[src/rtl/pe_err_pkg.sv]
// Package: shared flag indices and the mode-bit bundle for the
// program/erase error checker. Assumes seven sticky flags.
package pe_err_pkg;
    localparam int unsigned NUM_EXT   = 5;
    localparam int unsigned FLG_SEQ   = 5;
    localparam int unsigned FLG_PROT  = 6;
    localparam int unsigned NUM_FLAGS = 7;

    typedef struct packed {
        logic prog;
        logic fast;
        logic page;
        logic mass;
    } mode_t;
endpackage

[src/rtl/pe_seq_rule.sv]
// Sequence rule: combinational test of one write or start against the
// mode bits and the stale-flag state. Assumes at most one strobe matters
// per cycle; both strobes are judged if both arrive.
module pe_seq_rule
    import pe_err_pkg::*;
(
    input  mode_t mode,
    input  logic  wr,
    input  logic  start,
    input  logic  stale,
    output logic  viol
);
    logic any_prog;
    logic wr_bad;
    logic start_bad;

    // Purpose: classify the write and the start separately.
    always_comb begin
        any_prog  = mode.prog | mode.fast;
        wr_bad    = 1'b0;
        start_bad = 1'b0;
        if (wr) begin
            if (!any_prog)
                wr_bad = 1'b1;
            else if (mode.page || mode.mass)
                wr_bad = 1'b1;
        end
        if (start) begin
            unique case ({mode.mass, mode.page})
                2'b10, 2'b11: start_bad = any_prog | mode.page;
                2'b01:        start_bad = any_prog;
                default:      start_bad = 1'b1;
            endcase
        end
    end

    assign viol = wr_bad | start_bad | ((wr | start) & stale);
endmodule

[src/rtl/pe_prot_rule.sv]
// Protection rule: combinational test of region hits, protected page
// count for mass erase, and read-protection level context.
// Assumes level code 3 behaves as level 2.
module pe_prot_rule #(
    parameter int unsigned PAGE_CNT_W = 8
) (
    input  logic                  wr,
    input  logic                  start,
    input  logic                  mass,
    input  logic                  hit,
    input  logic [PAGE_CNT_W-1:0] pages,
    input  logic                  dbg_alt,
    input  logic [1:0]            rdp,
    input  logic                  opt_req,
    output logic                  viol
);
    logic attempt;
    logic lvl1;
    logic lvl2;

    // Purpose: decode level and combine the protection causes.
    always_comb begin
        attempt = wr | start;
        lvl1    = (rdp == 2'd1);
        lvl2    = rdp[1];
        viol    = 1'b0;
        if (attempt && hit)                   viol = 1'b1;
        if (start && mass && (|pages))        viol = 1'b1;
        if (attempt && lvl1 && dbg_alt)       viol = 1'b1;
        if (opt_req && lvl2)                  viol = 1'b1;
    end
endmodule

[src/rtl/pe_flag_bank.sv]
// Flag bank: sticky write-1-to-clear flags, burst window that blocks
// clears, and the operation-error flag under the interrupt enable.
// Assumes set wins over clear in the same cycle.
module pe_flag_bank #(
    parameter int unsigned NFLAG     = 7,
    parameter int unsigned BURST_GAP = 4
) (
    input  logic             clk,
    input  logic             rst_n,
    input  logic [NFLAG-1:0] set_vec,
    input  logic [NFLAG:0]   clr_vec,
    input  logic             wr,
    input  logic             irq_en,
    output logic [NFLAG-1:0] flags_q,
    output logic             op_err_q
);
    localparam int unsigned GW = $clog2(BURST_GAP + 1);

    logic [GW-1:0] gap_q;
    logic          burst;

    assign burst = wr | (gap_q != '0);

    // Purpose: count the idle cycles after the latest data write.
    always_ff @(posedge clk) begin
        if (!rst_n)
            gap_q <= '0;
        else if (wr)
            gap_q <= GW'(BURST_GAP);
        else if (gap_q != '0)
            gap_q <= gap_q - 1'b1;
    end

    for (genvar i = 0; i < NFLAG; i++) begin : g_flag
        // Purpose: one sticky flag with blockable clear.
        always_ff @(posedge clk) begin
            if (!rst_n)
                flags_q[i] <= 1'b0;
            else if (set_vec[i])
                flags_q[i] <= 1'b1;
            else if (clr_vec[i] && !burst)
                flags_q[i] <= 1'b0;
        end
    end

    // Purpose: operation-error flag from any flag under the enable.
    always_ff @(posedge clk) begin
        if (!rst_n)
            op_err_q <= 1'b0;
        else if ((|flags_q) && irq_en)
            op_err_q <= 1'b1;
        else if (clr_vec[NFLAG] && !burst)
            op_err_q <= 1'b0;
    end

    a_r10_no_drop_in_burst: assert property (@(posedge clk) disable iff (!rst_n)
        burst |=> ((flags_q & $past(flags_q)) == $past(flags_q)));
    a_r9_op_err_cause: assert property (@(posedge clk) disable iff (!rst_n)
        $rose(op_err_q) |-> $past((|flags_q) && irq_en));
endmodule

[src/rtl/pe_err_check.sv]
// Top: program/erase sequence error checker. Judges writes and starts,
// sets sticky flags, forwards legal operations as a one-cycle pulse.
// Assumes strobes are single-cycle and synchronous to clk.
module pe_err_check
    import pe_err_pkg::*;
#(
    parameter int unsigned PAGE_CNT_W = 8,
    parameter int unsigned BURST_GAP  = 4
) (
    input  logic                  clk,
    input  logic                  rst_n,
    input  logic                  mode_prog,
    input  logic                  mode_fast,
    input  logic                  mode_page_erase,
    input  logic                  mode_mass_erase,
    input  logic                  wr_strobe,
    input  logic                  start_strobe,
    input  logic                  prot_hit,
    input  logic [PAGE_CNT_W-1:0] prot_pages,
    input  logic                  dbg_or_alt_boot,
    input  logic [1:0]            rdp_level,
    input  logic                  opt_modify_req,
    input  logic                  err_irq_en,
    input  logic [NUM_EXT-1:0]    ext_err_set,
    input  logic [NUM_FLAGS:0]    flag_clr,
    output logic [NUM_FLAGS-1:0]  flags_o,
    output logic                  op_err_o,
    output logic                  irq_o,
    output logic                  array_go_o
);
    mode_t                mode;
    logic                 seq_viol;
    logic                 prot_viol;
    logic [NUM_FLAGS-1:0] set_vec;
    logic [NUM_FLAGS-1:0] flags_q;
    logic                 op_err_q;
    logic                 go_q;

    assign mode = '{prog: mode_prog, fast: mode_fast,
                    page: mode_page_erase, mass: mode_mass_erase};

    pe_seq_rule i_seq (
        .mode  (mode),
        .wr    (wr_strobe),
        .start (start_strobe),
        .stale (|flags_q),
        .viol  (seq_viol)
    );

    pe_prot_rule #(.PAGE_CNT_W(PAGE_CNT_W)) i_prot (
        .wr      (wr_strobe),
        .start   (start_strobe),
        .mass    (mode_mass_erase),
        .hit     (prot_hit),
        .pages   (prot_pages),
        .dbg_alt (dbg_or_alt_boot),
        .rdp     (rdp_level),
        .opt_req (opt_modify_req),
        .viol    (prot_viol)
    );

    assign set_vec = {prot_viol, seq_viol, ext_err_set};

    pe_flag_bank #(.NFLAG(NUM_FLAGS), .BURST_GAP(BURST_GAP)) i_bank (
        .clk      (clk),
        .rst_n    (rst_n),
        .set_vec  (set_vec),
        .clr_vec  (flag_clr),
        .wr       (wr_strobe),
        .irq_en   (err_irq_en),
        .flags_q  (flags_q),
        .op_err_q (op_err_q)
    );

    // Purpose: forward a legal operation to the array for one cycle.
    always_ff @(posedge clk) begin
        if (!rst_n)
            go_q <= 1'b0;
        else
            go_q <= (wr_strobe | start_strobe) & ~seq_viol & ~prot_viol;
    end

    assign flags_o    = flags_q;
    assign op_err_o   = op_err_q;
    assign irq_o      = op_err_q;
    assign array_go_o = go_q;

    a_r2_write_no_mode: assert property (@(posedge clk) disable iff (!rst_n)
        (wr_strobe && !mode_prog && !mode_fast) |=> flags_o[FLG_SEQ]);
    a_r6_region_hit: assert property (@(posedge clk) disable iff (!rst_n)
        ((wr_strobe || start_strobe) && prot_hit) |=> flags_o[FLG_PROT]);
    a_r11_blocked_no_go: assert property (@(posedge clk) disable iff (!rst_n)
        (seq_viol || prot_viol) |=> !array_go_o);
    a_r11_go_single: assert property (@(posedge clk) disable iff (!rst_n)
        (array_go_o && !$past(wr_strobe || start_strobe)) |-> 1'b0);
endmodule

[config.mk]
export PLATFORM = sky130hd
export DESIGN_NAME = pe_err_check
export DESIGN_NICKNAME = d
export VERILOG_FILES = /design/src/rtl/pe_err_pkg.sv /design/src/rtl/pe_seq_rule.sv /design/src/rtl/pe_prot_rule.sv /design/src/rtl/pe_flag_bank.sv /design/src/rtl/pe_err_check.sv
export SDC_FILE = /design/constraint.sdc
export NUM_CORES = 1
export LEC_CHECK = 0
export BUFFER_PORTS_ARGS = -buffer_cell sky130_fd_sc_hd__buf_2
export CAP_MARGIN = 40
export CORE_ASPECT_RATIO = 0.9
export CORE_UTILIZATION = 39
export DETAILED_ROUTE_END_ITERATION = 8
export PLACE_DENSITY = 0.83
export SLEW_MARGIN = 30
export SYNTH_ARGS = -nofsm -noshare
export SYNTH_HDL_FRONTEND = slang
export SYNTH_HIERARCHICAL = 1
export SYNTH_SLANG_ARGS = --single-unit
[constraint.sdc]
create_clock -name clk -period 1.6 [get_ports clk]
set_clock_uncertainty 0.05 [all_clocks]
set_input_delay 0.16 -clock clk [delete_from_list [all_inputs] [get_ports clk]]
set_output_delay 0.16 -clock clk [all_outputs]
set_load 0.005 [all_outputs]
### After elaboration in Yosys (flattened, before gate mapping)

Cells that the tools add are included.

| storage, ports and cells | value |
|---|---|
| register bits | 12 |
| bits in latches | 0 |
| bits in writable memories | 0 |
| memory bits (read-only) | 0 |
| input port bits | 35 |
| logic and storage cells | 86 |
| memories | 0 |

| operators by class | value |
|---|---|
| add/sub/neg operators | 1 |
| multipliers | 0 |
| divide/modulo/power cells | 0 |
| order comparisons | 0 |
| equality and inequality tests | 4 |
| shift operators | 0 |
| muxes and demuxes | 27 |
| bitwise logic cells | 12 |
| reductions and logical operators | 31 |

Operators with widths:

| operator | number |
|---|---|
| 1-bit two-way mux | 24 |
| 2-bit nonzero test | 9 |
| 1-bit logical AND | 15 |
| 8-bit OR reduction | 1 |
| 7-bit OR reduction | 1 |
| 3-bit two-way mux | 2 |
| 1-bit bitwise OR | 6 |
| 2-bit by 1-bit equality test with 1-bit output, second input constant | 2 |
| 2-bit equality test, second input constant | 2 |
| 2-bit OR reduction | 2 |
| 1-bit bitwise AND | 3 |
| 1-bit NOT | 3 |
| 3-bit nonzero test | 1 |
| 3-bit by 1-bit subtractor with 3-bit output, second input constant | 1 |
| 1-bit one-hot mux with 2 select lines | 1 |
| 1-bit logical NOT | 1 |
| 1-bit logical OR | 1 |

### Longest topological paths before layout

Gate-level depths: netlist of the first run.

| depth | value |
|---|---|
| word-level depth | 9 |
| gate-level depth with buffers | 7 |

### Hierarchy

Netlist of the first run, hierarchy kept.

By module, submodules not included:

| module | instances | cells an instance | area each (um2) | seq. area each (um2) |
|---|---|---|---|---|
| pe_flag_bank | 1 | 49 | 475.5 | 220.2 |
| pe_err_check | 1 | 7 | 61.3 | 20.0 |
| pe_prot_rule | 1 | 8 | 61.3 | 0.0 |
| pe_seq_rule | 1 | 8 | 52.6 | 0.0 |

### Worst setup path after synthesis of the first run

OpenSTA, ideal clock, no wires.

| timing path | value |
|---|---|
| path type | reg-to-reg |
| from | register i_bank.flags_q[4] |
| to | register go_q (netlist: array_go_o) |
| arrival time | 1.260 ns |
| required time | 1.463 ns |
| setup slack | 0.203 ns |
| stages on the path, launching flop included | 7 |
| buffers on the path | 0 |
| path through | dfxtp_1 -> nor4_1 -> nand2_1 -> nor3b_1 -> o2bb2ai_1 -> a21oi_2 -> nor4b_2 |

| between the ends | value |
|---|---|
| longest elaborated chain between the ends | 6 |

Ends and longest elaborated chain:

| item | line | source |
|---|---|---|
| from (decl) | pe_flag_bank.sv:14 | `output logic [NFLAG-1:0] flags_q,` |
| from (signal, indexed assignment) | pe_flag_bank.sv:38 | `flags_q[i] <= 1'b0;` |
| from (signal, indexed assignment) | pe_flag_bank.sv:40 | `flags_q[i] <= 1'b1;` |
| from (signal, indexed assignment) | pe_flag_bank.sv:42 | `flags_q[i] <= 1'b0;` |
| 7-bit OR reduction | pe_err_check.sv:46 | `.stale (\|flags_q),` |
| 1-bit bitwise AND | pe_seq_rule.sv:37 | `assign viol = wr_bad \| start_bad \| ((wr \| start) & stale);` |
| 1-bit bitwise OR | pe_seq_rule.sv:37 |  |
| named net seq_viol | pe_err_check.sv:32 | `logic seq_viol;` |
| 1-bit NOT | pe_err_check.sv:80 | `go_q <= (wr_strobe \| start_strobe) & ~seq_viol & ~prot_viol;` |
| 1-bit bitwise AND (2 in series) | pe_err_check.sv:80 |  |
| to (signal assigned) | pe_err_check.sv:80 |  |
| to (decl) | pe_err_check.sv:37 | `logic go_q;` |

The timed path passes the listed nets, and every way through them passes these cells.
A chain may end at the register's enable or synchronous reset.

### Worst setup path after layout of the first run

Same ends and word-level chain as after synthesis.

==> results of run 1 <==
cells in the final DEF, fill, tap and decap left out, drive strengths merged:
master   count
buf         44
dfxtp       12
nand2        5
o21ai        1
a21boi       7
nor2         7
clkbuf       4
nor3b        1
nor4b        1
ha           3
o2bb2ai      1
nand2b       1
nor4         4
a21oi        4
a31o         2
a22o         1
nor3         3
inv          4
or2          1
xor2         1
o21a         8
o211ai       2
and2b        1
sequential cells by signal (all words and copies together) (netlist names):
register / count
i_bank/flags_q: 7
i_bank/op_err_q: 1
array_go_o: 1
i_bank/gap_q: 3
through the flow:
step / util / area [um2] / TNS [ns] / power (uW)
after floorplan: - / 651 / 0 / 453
after global placement: 0.592 / 886 / 0 / 527
after detailed placement: 0.592 / 886 / 0 / 539
after CTS: 0.616 / 922 / 0 / 791
after global routing: 0.625 / 936 / -0.0345 / 838
final: 0.625 / 936 / 0 / 786
layout make-up:
class	count	area, um2
fillers	133	561
multi-input cells	54	397
flip-flops and latches	12	240
repair buffers	44	220
clock buffers	4	36.3
well taps	22	27.5
inverters	4	15.0
final timing paths:
path                        to  slack (ns)
min          i_bank/flags_q[1]        0.04
min reg2reg    i_bank/op_err_q        0.45
max                 array_go_o        0.09
max reg2reg         array_go_o        0.09
report_power, final:
group	internal, uW	switching (uW)
combinational	102	90.8
sequential	324	21.1
clock	138	110
worst max-delay path, stage by stage (launching register included):
cell and delay, ns:
dfxtp_1 0.34, nor4_2 0.28, nand2_1 0.13, nor3b_2 0.17
o2bb2ai_1 0.15, a21oi_2 0.06, nor4b_2 0.26
metal layers:
metal / part of all wire / wire, um / vias to the layer above
met5: 0 / 0 / -
met4: 0.0025 / 4 / 0
met3: 0.042 / 68 / 2
met2: 0.50 / 817 / 18
met1: 0.45 / 737 / 322
li1: - / - / 350
logic make-up (layout without fill, tap and decap cells):
| logic type | Yosys count | after routing | synth area share |
|---|---|---|---|
| and+or+nand+nor | 24 | 24 | 0.223 |
| xor gates and xnor gates | 1 | 1 | 0.0135 |
| AOI/OAI and AO/OA | 26 | 26 | 0.294 |
| adders and majority gates | 3 | 3 | 0.0577 |
| buffers and inverters | 6 | 52 | 0.0423 |
| DFF | 12 | 12 | 0.369 |
==> impl_metrics.ini, run 1 <==
[drt]
drt_wl_total_um = 1630
routed_via_density = 4.94
antenna_left = 0
drtPass1Iterations = 3
drc = 0
routedWlPerCell_um = 11.6
vias = 692
drtIter0Drc = 9

[synthesis]
syn_inst = 72
ys_warn_count = 6
synth_edf_count = 0
synth.avg_cell_area_um2 = 9.04
yosysMostFrequentCell = dfxtp_1
ys_seq_area_frac = 0.369
netlist_area_um2 = 651
synth_area_leader_cell = dfxtp_1
synth_area_leaders = dfxtp_1, o21a_1, a21boi_0
synth_flop_cell = dfxtp_1
async_flop_share = 0
syn_nets = 110
synth_common_cells = dfxtp_1, o21a_1, a21boi_0, nor2_1
yosysUniqueCellTypes = 26
synth-seq-cells = 12
synth_top_area_frac = 0.369

[cells_and_area]
final_cells = 140
n_antenna_cell = 0
fin_nets = 157
syn2layout_area_growth_pct = 43.8
drive_above_1_share = 0.483

[timing]
period_share = 0.946
fmax_mhz = 661
grt_setup_unrepaired = yes
setup_viol = 0
whs_ns = 0.0391
tightest_slew_ns = 0.255
fin_crit_ns = 1.51
layout_setup_ws_ns = 0.0862
slew_headroom = 0.829
finalHoldViolations = 0
drv_slew = 0

[critical_path]
cp.required_ns = 1.74
critPathKind = flop to flop
cp-start-kind = flop
cp_max_fo = 4
end_kind = flop
cp-startpoint = i_bank/flags_q[4]
cp.arrival_ns = 1.66
rr_worst_depth = 6
r2r-start = i_bank/flags_q[4]

[clocking]
clock_latency_ns = 0.27
cts_tree = done
cts_setup_buffers = 0
clockBufferDepth = 2
clkTransAtPathRegs_ns = 0.08
cts_buffers = 3
cts.sinks = 12
cts.repair.resized = 0
cts_hold_buf = 0
cts_root_buffer = clkbuf_4
cts.htree.levels = 1

[die]
die_h_um = 40.8
die_w_um = 45.1
rows = 13
ios = 45
die_area_um2 = 1840
start_util = 0.435
core_um2 = 1500

[global_route]
grt_use_met2 = 0.351
grt-ovfl-total = 0
track_usage = 0.189
grt_pass1_wl_um = 2430
grt_pass1_vias = 595
use_met3 = 0.0352
use_met1 = 0.203
busiest_layer = met2
antenna_found_initial = 0
grt_max_degree = 13

[placed_design]
place_congestion = 0.739
place_ws_ns = 0.0250
dp_cells = 136
port_buffers = 44
place_hpwl_um = 1310

[min_path]
whs_path_depth = 2
hold_path.class = input pin to flop
min_from = ext_err_set[1]

[pwr]
powerDensity_nw_per_um2 = 840
ir_drop_v = 0.000479
p_leak_uw = 0.000438

[flow_run]
maxCapViolCount = 0

[run_status]
status = finished, final reports clean
Note: power is estimated with default switching activity, not from simulation.
==> run 2: changes to the inputs <==
--- a/config.mk
+++ b/config.mk
@@ -11,6 +11,7 @@
 export CORE_UTILIZATION = 39
 export DETAILED_ROUTE_END_ITERATION = 8
 export PLACE_DENSITY = 0.83
+export SETUP_SLACK_MARGIN = 0.15
 export SLEW_MARGIN = 30
 export SYNTH_ARGS = -nofsm -noshare
 export SYNTH_HDL_FRONTEND = slang
==> run 2 against run 1 <==
Against the previous run:
- routed wire length grew 2.8%
- clock power barely moved
- flip-flop and latch count did not move
- critical path type unchanged
- count of clock-buffer cells in the layout unchanged
- die area unchanged
- worst setup slack improved by 0.048 ns
- combinational power rose by 13%
==> impl_metrics.ini, run 2 (synthesis results as in run 1) <==
[run_status]
status = finished, final reports clean

[pwr]
powerDensity_nw_per_um2 = 822
ir_drop_v = 0.000478
p_leak_uw = 0.000461

[global_route]
grt-ovfl-total = 0
track_usage = 0.197
antenna_found_initial = 0
grt_max_degree = 13
grt_pass1_wl_um = 2550
grt_pass1_vias = 626

[drt]
routedWlPerCell_um = 11.7
antenna_left = 0
drt_wl_total_um = 1670
drtPass1Iterations = 4
vias = 708
routed_via_density = 4.95
drtIter0Drc = 10
drc = 0

[cells_and_area]
final_cell_mix = buf_2, dfxtp_1, o21a_1, nor2_1, a21boi_1
top_regs = i_bank/flags_q (7), i_bank/gap_q (3)
syn2layout_area_growth_pct = 52.1
max_flop_register = i_bank/flags_q
layout_commonest_cell = buf_2
final_util = 0.661
n_antenna_cell = 0
fin_area_um2 = 990
drive_above_1_share = 0.537
largest_reg_flops = 7
fin_nets = 160

[die]
core_um2 = 1500
die_area_um2 = 1840
rows = 13
ios = 45
start_util = 0.435
die_h_um = 40.8
die_w_um = 45.1

[clocking]
cts_tree = done
clock_latency_ns = 0.27
cts.htree.levels = 1
cts_buffers = 3
clkTransAtPathRegs_ns = 0.08
clockBufferDepth = 2
cts_root_buffer = clkbuf_4
cts.sinks = 12
cts_hold_buf = 0

[critical_path]
critical_path.max_stage_delay_ns = 0.34
cp.required_ns = 1.74
cp.arrival_ns = 1.61
cp-start-kind = flop
crit_buf_inv = 0
crit_slowest_cell = dfxtp_2
end_kind = flop
cp_top_family = simple AND/OR/NAND/NOR gates
cp_max_fo = 2
crit_chain = nor4_4 > nand2_1 > nor3b_2 > o2bb2ai_2 > a21oi_2 > nor4b_2
critPathKind = flop to flop

[placed_design]
port_buffers = 44
place_congestion = 0.739
postPlaceCellArea_um2 = 886
place_hpwl_um = 1310

[timing]
drv_slew = 0
period_share = 0.916
tightest_slew_ns = 0.313
finalHoldViolations = 0
grt_setup_unrepaired = yes
slew_headroom = 0.790
setup_viol = 0
fin_crit_ns = 1.47
fin_tns_setup_ns = 0
fmax_mhz = 682

[flow_run]
maxCapViolCount = 0

[min_path]
hold_path.class = input pin to flop
run 2: cell types whose count changed in the layout (fill, tap and decap cells not counted), sizes merged:
cell	delta
buf	+3
run 2: stage by stage:
step	instances	hold slack, ns	worst slack (ns)	power [uW]
final	143	0.0418	0.134	813
after global routing	143	0.0412	0.0253	861
after CTS	143	0.0314	0.108	807
after detailed placement	136	0.324	0.0250	539
after global placement	136	0.318	0.112	527
after floorplan	72	0.234	0.203	453
run 2: repair_timing:
item / in CTS / in global routing
setup endpoints to repair: 9 / 9
setup buffers: 3 / 0
gates resized for setup: 11 / 6
pin swaps: 4 / 4
hold endpoints to repair: 0 / 0
run 2: power breakdown:
group	internal (uW)	switching, uW	leakage, uW
registers	325	22.0	0.000101
clock network	138	110	0.0000210
logic	118	99.7	0.000339
run 2: area by class of cell:
type,instances,area (um2)
Tap cell,22,27.5
Multi-Input combinational cell,54,424
Timing Repair Buffer,47,243
Fill cell,124,507
Clock buffer,4,36.3
Sequential cell,12,244
Inverter,4,15.0
run 2: metal layers:
layer / up-vias / wire (um) / global-route usage
met2: 22 / 866 / 0.362
met1: 327 / 729 / 0.216
li1: 357 / - / -
met5: - / 0 / 0
met3: 2 / 74 / 0.0352
met4: 0 / 4 / 0.121
run 2: path summary, 6_finish.rpt:
path	cells past startpoint	slack (ns)	end	start
max	6	0.13	array_go_o	i_bank/flags_q[2]
min	2	0.04	i_bank/flags_q[3]	ext_err_set[3]
max reg2reg	6	0.13	array_go_o	i_bank/flags_q[2]
min reg2reg	1	0.45	i_bank/op_err_q	i_bank/op_err_q
==> run 3: changes to the inputs <==
--- a/config.mk
+++ b/config.mk
@@ -11,7 +11,7 @@
 export CORE_UTILIZATION = 39
 export DETAILED_ROUTE_END_ITERATION = 8
 export PLACE_DENSITY = 0.83
-export SETUP_SLACK_MARGIN = 0.15
+export SETUP_SLACK_MARGIN = 0.02
 export SLEW_MARGIN = 30
 export SYNTH_ARGS = -nofsm -noshare
 export SYNTH_HDL_FRONTEND = slang
==> run 3 against run 2 <==
Against the previous run:
- count of clock-buffer cells in the layout unchanged
- cell count decreased by 2.1%
- sequential power about the same
- clock power about the same
- register-to-register slack got worse by 0.03 ns
- global-route usage decreased by 0.38 points
- total power decreased by 2.6%
- fmax decreased by 2.3%
- worst setup slack got worse by 0.035 ns
- non-clock buffer count decreased by 3
- combinational power decreased by 11%
- largest cell class unchanged
==> impl_metrics.ini, run 3 (synthesis results as in run 1) <==
[min_path]
min_from = ext_err_set[2]
whs_path_depth = 2
hold_path.class = input pin to flop
hold_path_end = i_bank/flags_q[2]

[clocking]
clockBufferDepth = 2
clkTransAtPathRegs_ns = 0.09
clock_latency_ns = 0.27
cts.htree.levels = 1
cts_hold_buf = 0
cts_tree = done
cts_setup_buffers = 0
cts.sinks = 12
cts_buffers = 3
cts_root_buffer = clkbuf_4

[critical_path]
critPathKind = flop to flop
rr_worst_depth = 6
cp_max_fo = 4
r2r-start = i_bank/flags_q[2]
cp.required_ns = 1.74
cp-start-kind = flop
cp.arrival_ns = 1.64
reg2reg_to = array_go_o
end_kind = flop
ff2ff_setup_slack_ns = 0.1

[run_status]
status = finished, final reports clean

[pwr]
p_leak_uw = 0.000441
ir_drop_v = 0.000479
powerDensity_nw_per_um2 = 838

[cells_and_area]
n_antenna_cell = 0
top_regs = i_bank/flags_q (7), i_bank/gap_q (3)
drive_above_1_share = 0.508
max_flop_register = i_bank/flags_q
final_cells = 140
num-fill-cells = 134
fin_nets = 157
syn2layout_area_growth_pct = 45.2
final_cell_mix = buf_2, dfxtp_1, o21a_1, nor2_1
largest_reg_flops = 7
layout_commonest_cell = buf_2

[drt]
vias = 701
drc = 0
drtIter0Drc = 3
drtPass1Iterations = 4
antenna_left = 0
routed_via_density = 5.01
routedWlPerCell_um = 12.0
drt_wl_total_um = 1690

[timing]
tightest_slew_ns = 0.305
drv_slew = 0
fmax_mhz = 666
fin_tns_setup_ns = 0
grt_setup_unrepaired = yes
fin_crit_ns = 1.50
slew_headroom = 0.795
finalHoldViolations = 0
setup_viol = 0
period_share = 0.938

[global_route]
antenna_found_initial = 0
track_usage = 0.193
grt_max_degree = 13
grt_pass1_vias = 605
grt-ovfl-total = 0
grt_pass1_wl_um = 2480

[die]
rows = 13
die_h_um = 40.8
ios = 45
die_w_um = 45.1
die_area_um2 = 1840
core_um2 = 1500
start_util = 0.435

[placed_design]
port_buffers = 44
place_hpwl_um = 1310
dp_cells = 136
place_congestion = 0.739

[flow_run]
maxCapViolCount = 0
run 3: changes by cell type in the layout (fill, tap and decap cells not counted), sizes merged:
cell	delta
buf	-3
run 3: area by class of cell:
class	instances	area (um2)	area share
Sequential cell	12	243	0.257
Clock buffer	4	36.3	0.0384
Multi-Input combinational cell	54	403	0.426
Tap cell	22	27.5	0.0291
Timing Repair Buffer	44	220	0.233
Inverter	4	15.0	0.0159
run 3: what timing repair did:
| item | 4_1_cts | 5_1_grt |
|---|---|---|
| hold endpoints to repair | 0 | 0 |
| gates resized for setup | 1 | 8 |
| setup endpoints to repair | 1 | 9 |
| pin swaps | 0 | 2 |
run 3: worst max-delay path: stages (launching register included):
cell and delay (ns):
dfxtp_2 0.34, nor4_2 0.26, nand2_1 0.12, nor3b_2 0.20
o2bb2ai_2 0.12, a21oi_2 0.06, nor4b_2 0.26
run 3: stage by stage:
stage | hold WS (ns) | setup WS [ns] | cell area, um2 | total power [uW] | utilization
2_1_floorplan | 0.234 | 0.203 | 651 | 453 | -
3_3_place_gp | 0.318 | 0.112 | 886 | 527 | 0.592
3_5_place_dp | 0.324 | 0.0250 | 886 | 539 | 0.592
4_1_cts | 0.0316 | 0.0451 | 928 | 794 | 0.620
5_1_grt | 0.0412 | 0.0120 | 945 | 837 | 0.631
6_report | 0.0378 | 0.0995 | 945 | 792 | 0.631
run 3: worst max-delay path by stage:
stage                            from    endpoint  slack (ns)
floorplan           i_bank/flags_q[4]  array_go_o        0.20
global placement    i_bank/flags_q[4]  array_go_o        0.11
detailed placement  i_bank/flags_q[4]  array_go_o        0.03
CTS                 i_bank/flags_q[4]  array_go_o        0.05
global route        i_bank/flags_q[2]  array_go_o        0.01
finish              i_bank/flags_q[2]  array_go_o         0.1
run 3: power breakdown:
| part | total [uW] | switching (uW) | internal, uW |
|---|---|---|---|
| clock network | 251 | 113 | 138 |
| logic | 195 | 92.1 | 103 |
| registers | 346 | 20.9 | 325 |
| total | 792 | 226 | 566 |
run 3: per-layer routing:
metal | vias up | part of all wire | track usage
met3 | 2 | 0.049 | 0.0352
met5 | - | 0 | 0
li1 | 350 | - | -
met1 | 327 | 0.45 | 0.213
met2 | 22 | 0.50 | 0.351
met4 | 0 | 0.0024 | 0.121
